### config.mk
export PLATFORM = sky130hd
export DESIGN_NAME = tick_gen
export DESIGN_NICKNAME = d
export VERILOG_FILES = /design/src/rtl/tick_pkg.sv /design/src/rtl/tick_prescaler.sv /design/src/rtl/tick_chan_div.sv /design/src/rtl/tick_gen.sv
export SDC_FILE = /design/constraint.sdc
export NUM_CORES = 1
export LEC_CHECK = 0
export BUFFER_PORTS_ARGS = -buffer_cell sky130_fd_sc_hd__buf_2
export CAP_MARGIN = 25
export CORE_AREA = 4 4 111 113
export CTS_CLUSTER_SIZE = 40
export DETAILED_ROUTE_END_ITERATION = 12
export DIE_AREA = 0 0 115 117
export PLACE_DENSITY = 0.55
export SLEW_MARGIN = 10
export SYNTH_ARGS = -nofsm -noshare
export SYNTH_HDL_FRONTEND = slang
export SYNTH_SLANG_ARGS = --single-unit
### constraint.sdc
create_clock -name clk -period 2 [get_ports clk]
set_input_delay 0.2 -clock clk [delete_from_list [all_inputs] [get_ports clk]]
set_output_delay 0.2 -clock clk [all_outputs]
set_load 0.01 [all_outputs]
### src/rtl/tick_pkg.sv
package tick_pkg;

   typedef enum logic {
      CFG_PRESCALE = 1'b0,
      CFG_DIVSEL   = 1'b1
   } cfg_sel_e;

   // Effective log2 division for a code: offset by the base, clamped at the limit.
   function automatic int unsigned eff_log2(input int unsigned code,
                                            input int unsigned base,
                                            input int unsigned lim);
      int unsigned s;
      s = code + base;
      return (s > lim) ? lim : s;
   endfunction

endpackage

### src/rtl/tick_prescaler.sv
module tick_prescaler #(
   parameter int PRE_W = 8,
   parameter int STG_W = 4
) (
   input  logic             clk,
   input  logic             rst_n,
   input  logic             load_en,
   input  logic [PRE_W-1:0] load_val,
   output logic             strobe,
   output logic [STG_W-1:0] stage
);

   logic [PRE_W-1:0] shadow_q;
   logic [PRE_W-1:0] act_q;
   logic [PRE_W-1:0] cnt_q;
   logic [STG_W-1:0] stage_q;

   assign strobe = (cnt_q == act_q);
   assign stage  = stage_q;

   always_ff @(posedge clk or negedge rst_n) begin
      if (!rst_n) begin
         shadow_q <= '0;
      end else if (load_en) begin
         shadow_q <= load_val;
      end
   end

   always_ff @(posedge clk or negedge rst_n) begin
      if (!rst_n) begin
         act_q   <= '0;
         cnt_q   <= '0;
         stage_q <= '0;
      end else if (strobe) begin
         act_q   <= shadow_q;
         cnt_q   <= '0;
         stage_q <= stage_q + 1'b1;
      end else begin
         cnt_q   <= cnt_q + 1'b1;
      end
   end

   // the count never runs past the active terminal value
   p_cnt_bound_r3: assert property (@(posedge clk) disable iff (!rst_n)
      cnt_q <= act_q);

   // the active ratio changes only right after a terminal count
   p_reload_at_terminal_r4: assert property (@(posedge clk) disable iff (!rst_n)
      !$past(strobe) |-> $stable(act_q));

   // the shared stage counter moves only on a strobe
   p_stage_on_strobe_r9: assert property (@(posedge clk) disable iff (!rst_n)
      !$past(strobe) |-> $stable(stage_q));

endmodule

### src/rtl/tick_chan_div.sv
module tick_chan_div
   import tick_pkg::*;
#(
   parameter int SEL_W     = 4,
   parameter int STG_W     = 4,
   parameter int LOG2_BASE = 1,
   parameter int LOG2_MAX  = 4
) (
   input  logic             clk,
   input  logic             rst_n,
   input  logic             strobe,
   input  logic [STG_W-1:0] stage,
   input  logic [SEL_W-1:0] code,
   output logic             tick
);

   logic tick_q;
   logic hit;

   generate
      if (LOG2_MAX == 0) begin : g_nodiv
         assign hit = strobe;
      end else begin : g_div
         logic [STG_W-1:0] mask;
         int unsigned      l2;
         always_comb begin
            l2   = eff_log2(int'(code), LOG2_BASE, LOG2_MAX);
            mask = STG_W'((64'd1 << l2) - 64'd1);
         end
         assign hit = strobe && ((stage & mask) == mask);
      end
   endgenerate

   always_ff @(posedge clk or negedge rst_n) begin
      if (!rst_n) tick_q <= 1'b0;
      else        tick_q <= hit;
   end

   assign tick = tick_q;

   // every tick follows a prescaler strobe by one clock
   p_tick_after_strobe_r5: assert property (@(posedge clk) disable iff (!rst_n)
      tick_q |-> $past(strobe));

   generate
      if (LOG2_BASE > 0 && LOG2_MAX > 0) begin : g_pulse_chk
         // never two ticks back to back when the minimum division is 2
         p_single_pulse_r7: assert property (@(posedge clk) disable iff (!rst_n)
            tick_q |=> !tick_q);
      end
   endgenerate

endmodule

### src/rtl/tick_gen.sv
module tick_gen
   import tick_pkg::*;
#(
   parameter int NUM_CH    = 5,
   parameter int SPLIT_CH  = 2,
   parameter int PRE_W     = 8,
   parameter int SEL_W     = 4,
   parameter int LOG2_BASE = 1,
   parameter int LOG2_MAX  = 4,
   parameter int WORD_W    = 32
) (
   input  logic              clk,
   input  logic              rst_n,
   input  logic              cfg_we,
   input  logic              cfg_sel,
   input  logic [WORD_W-1:0] cfg_wdata,
   output logic [NUM_CH-1:0] tick_o
);

   localparam int NUM_PRE = 2;
   localparam int STG_W   = (LOG2_MAX > 0) ? LOG2_MAX : 1;
   localparam int DIV_W   = NUM_CH * SEL_W;

   // elaboration-time parameter checks
   generate
      if (WORD_W < NUM_PRE * PRE_W) begin : g_bad_pre
         $error("tick_gen: WORD_W too narrow for prescale fields");
      end
      if (WORD_W < DIV_W) begin : g_bad_div
         $error("tick_gen: WORD_W too narrow for divide-select fields");
      end
      if (SPLIT_CH < 1 || SPLIT_CH >= NUM_CH) begin : g_bad_split
         $error("tick_gen: SPLIT_CH must leave channels on both prescalers");
      end
      if (LOG2_BASE > LOG2_MAX) begin : g_bad_log2
         $error("tick_gen: LOG2_BASE exceeds LOG2_MAX");
      end
   endgenerate

   cfg_sel_e         sel;
   logic             pre_wr;
   logic [DIV_W-1:0] div_q;
   logic [NUM_PRE-1:0] pre_strobe;
   logic [STG_W-1:0] pre_stage [NUM_PRE];

   assign sel    = cfg_sel_e'(cfg_sel);
   assign pre_wr = cfg_we && (sel == CFG_PRESCALE);

   always_ff @(posedge clk or negedge rst_n) begin
      if (!rst_n) begin
         div_q <= '0;
      end else if (cfg_we && sel == CFG_DIVSEL) begin
         div_q <= cfg_wdata[DIV_W-1:0];
      end
   end

   generate
      for (genvar k = 0; k < NUM_PRE; k++) begin : g_pre
         tick_prescaler #(
            .PRE_W(PRE_W),
            .STG_W(STG_W)
         ) u_pre (
            .clk     (clk),
            .rst_n   (rst_n),
            .load_en (pre_wr),
            .load_val(cfg_wdata[k*PRE_W +: PRE_W]),
            .strobe  (pre_strobe[k]),
            .stage   (pre_stage[k])
         );
      end

      for (genvar c = 0; c < NUM_CH; c++) begin : g_ch
         localparam int GRP = (c < SPLIT_CH) ? 0 : 1;
         tick_chan_div #(
            .SEL_W    (SEL_W),
            .STG_W    (STG_W),
            .LOG2_BASE(LOG2_BASE),
            .LOG2_MAX (LOG2_MAX)
         ) u_div (
            .clk   (clk),
            .rst_n (rst_n),
            .strobe(pre_strobe[GRP]),
            .stage (pre_stage[GRP]),
            .code  (div_q[c*SEL_W +: SEL_W]),
            .tick  (tick_o[c])
         );

         if (c > 0 && c != SPLIT_CH) begin : g_align
            // neighbours on one prescaler with equal settled codes tick together
            p_aligned_r8: assert property (@(posedge clk) disable iff (!rst_n)
               ($stable(div_q) && div_q[c*SEL_W +: SEL_W] == div_q[(c-1)*SEL_W +: SEL_W])
               |-> (tick_o[c] == tick_o[c-1]));
         end
      end
   endgenerate

endmodule

==> summary.txt <==
Status = complete, no violations
Remaining routing DRC violations = 0
Mux cell area share after synthesis = 0.156
Final TNS setup = 0 ps
Initial Utilization = 0.344
Most common library cells after synthesis = dfrtp_1, mux2_2, xnor2_1, nor2_1, ha_1
Cell Area, Synth = 0.00389 mm^2
Via count = 2439
Final WL = 6770 um
Simple-gate area share of the yosys netlist = 0.103
Clock sink count = 81
Synth Area in Adders = 0.0578
Number of top-level pins = 41
WP buf/inv = 0
Layout cells sized above 1 = 0.350
Setup CP Type = register to register
Actual slew at the worst max-slew pin = 472 ps
GR Overflow Total = 0
Hold Violations, Final = 0
Num rows = 39
Hold Crit Depth = 2
I/O Buffers = 28
Critical path startpoint = div_q[16]
Post-synthesis cell type count = 35
RSZ-0062 raised after global routing = false
Worst relative slew slack = 0.685
Sequential area share after synthesis = 0.520
Main combinational cell family by area after synthesis = multiplexers
Initial antenna violation count = 1
Largest stage delay, worst path = 420 ps
CP delay by family, top = compound AO/OA/AOI/OAI gates
Mapped Nets = 370
Area growth syn-to-layout = 18.3%
CTS tree = yes
Wire per inst = 13.3 um
Placed insts = 491
Pleak = 1.98 nW
Final max-slew violation count = 0
Pre-antenna DRT Iters = 4
Fmax = 0.527 GHz
Post-synth top area share = 0.520
Tcrit/Tclk final = 0.948
Worst Reg-to-Reg Cells = 6
Seq cells post-synth = 81
Root Driver = clkbuf_16
Cells after synthesis = 316
Setup violations, final = 0
Max FO, Critical Path = 3
Initial drt markers = 62
H-tree depth = 3
Post-Route Skew = 4.86 ps
Nets = 415
DIE HEIGHT = 117 um
Hold wc startpoint = cfg_wdata[18]
Largest cells by area after synthesis = dfrtp_1, mux2_2, xnor2_1
Core Area = 0.0113 mm^2
Die area = 0.0135 mm^2
GRT Overall Usage = 0.111
Critical Path AT = 2130 ps
Placer Congestion = 0.805
Vias in the first global route = 2539
P per Cell Area = 1210 mW/mm^2
Vias/cell = 4.79
DP Wirelength = 4980 um
Post-synth EDFFs = 0
Worst vdd ir = 0.688 mV
N_diodes = 0
Die W = 115 um
Asr flop ratio synth = 1.00
Slowest-stage cell, CP = a2111o_1
Worst hold path type = primary input to register
Final Critical Period = 1900 ps
Largest net degree at the start of global routing = 35
Clock Tree Buf Depth = 2
Worst Setup End Kind = register
Worst-Skew Late Latency = 330 ps
Crit-path cells = ha_2 > or2_4 > a2111o_1 > ha_1 > o221ai_1 > a221oi_2
Cell with the most instances after synthesis = dfrtp_1
YS warnings = 0
Startpoint Class = register
Reg clk slew, reported paths = 60 ps
Worst r2r src = div_q[16]
Critical Path RT = 2240 ps
Post-Synth XOR/XNOR Area = 0.0944
Max Cap Viol = 0
Top_reg_cell synth = dfrtp_1
CTS Buf Count = 9
Syn_area_per_cell = 12.3 um^2
Synth area leader = dfrtp_1
Routed Antenna Nets = 0
Layout Cells excl Fill = 509
First-pass GRT wire length = 11800 um
Post-synthesis compound-gate area fraction = 0.0424
Crit path depth = 6
==> state kept, by name, summed over array words and instances, names as in the netlist <==
register              count
g_pre.u_pre.stage         8
g_ch.u_div.tick           5
div_q                    20
g_pre.u_pre.shadow_q     16
g_pre.u_pre.cnt_q        16
g_pre.u_pre.act_q        16
==> cell usage in the layout, fill, tap and decap left out, types with 6 or more instances in the layout <==
cell type,n
dfrtp_1,81
mux2_2,54
xnor2_1,32
nor2_1,29
buf_2,27
buf_4,18
nand2_1,15
ha_1,15
xor2_1,10
nand3_1,9
clkbuf_16,9
nand4_1,6
==> cells by family (layout without fill, tap and decap cells) <==
kind of cell               after synthesis  after routing
AOI/OAI and AO/OA                       21             21
xor gates and xnor gates                42             42
adders and majority gates               18             18
buffers and inverters                   17             67
DFF                                     81             81
muxes                                   54             54
and+or+nand+nor                         83             83
==> worst paths after layout <==
check | endpoint | slack, ps
setup / recovery | g_ch[4].u_div.tick | 100
hold / removal | div_q[18] | 100
setup reg to reg | g_ch[4].u_div.tick | 100
hold reg to reg | g_pre[1].u_pre.stage[2] | 500
max in group asynchronous | g_pre[1].u_pre.stage[3] | 1060
min in group asynchronous | div_q[19] | 350
==> metrics by stage <==
stage | setup slack, ps | total power [mW] | util | hold slack (ps) | instance area, um^2
after global routing | 5.97 | 5.99 | 0.407 | 101 | 4610
after detailed placement | 29.3 | 4.09 | 0.377 | 176 | 4270
after floorplan | 49.0 | 3.67 | - | -95.6 | 3890
after CTS | 16.6 | 5.65 | 0.402 | 88.0 | 4560
after global placement | 55.4 | 4.04 | 0.377 | 166 | 4270
final | 104 | 5.58 | 0.407 | 101 | 4610
==> report_power, final <==
| part | internal [mW] | switching [mW] |
|---|---|---|
| sequential | 2.12 | 0.452 |
| clock | 0.882 | 0.624 |
| combinational | 0.855 | 0.642 |
==> routing by layer <==
layer  GRT usage  share of wire  routed length, um  up-vias
met5           0         0.0030                 20        -
met4      0.0305         0.0086                 58        2
met3      0.0401          0.041                280        9
met2       0.192           0.51               3470       27
met1       0.131           0.43               2940     1209
li1            -              -                  -     1192
==> cell type report <==
cell class                 instances  area, um^2
fill                            1095        6710
sequential                        81        2030
multi-input combinational        218        1810
timing repair buffer              47         300
clock buffer                      13         250
tap                              143         179
clock inverter                     3        25.0
inverter                           4        15.0
==> repair_timing <==
action | in CTS | in global routing
setup endpoints to repair | 1 | 4
setup buffers | 0 | 1
hold buffers | 1 | 0
pin swaps | 1 | 2
endpoints found under the hold margin | 30 | 0
resized for setup | 0 | 12
(Power assumes the default switching activity.)
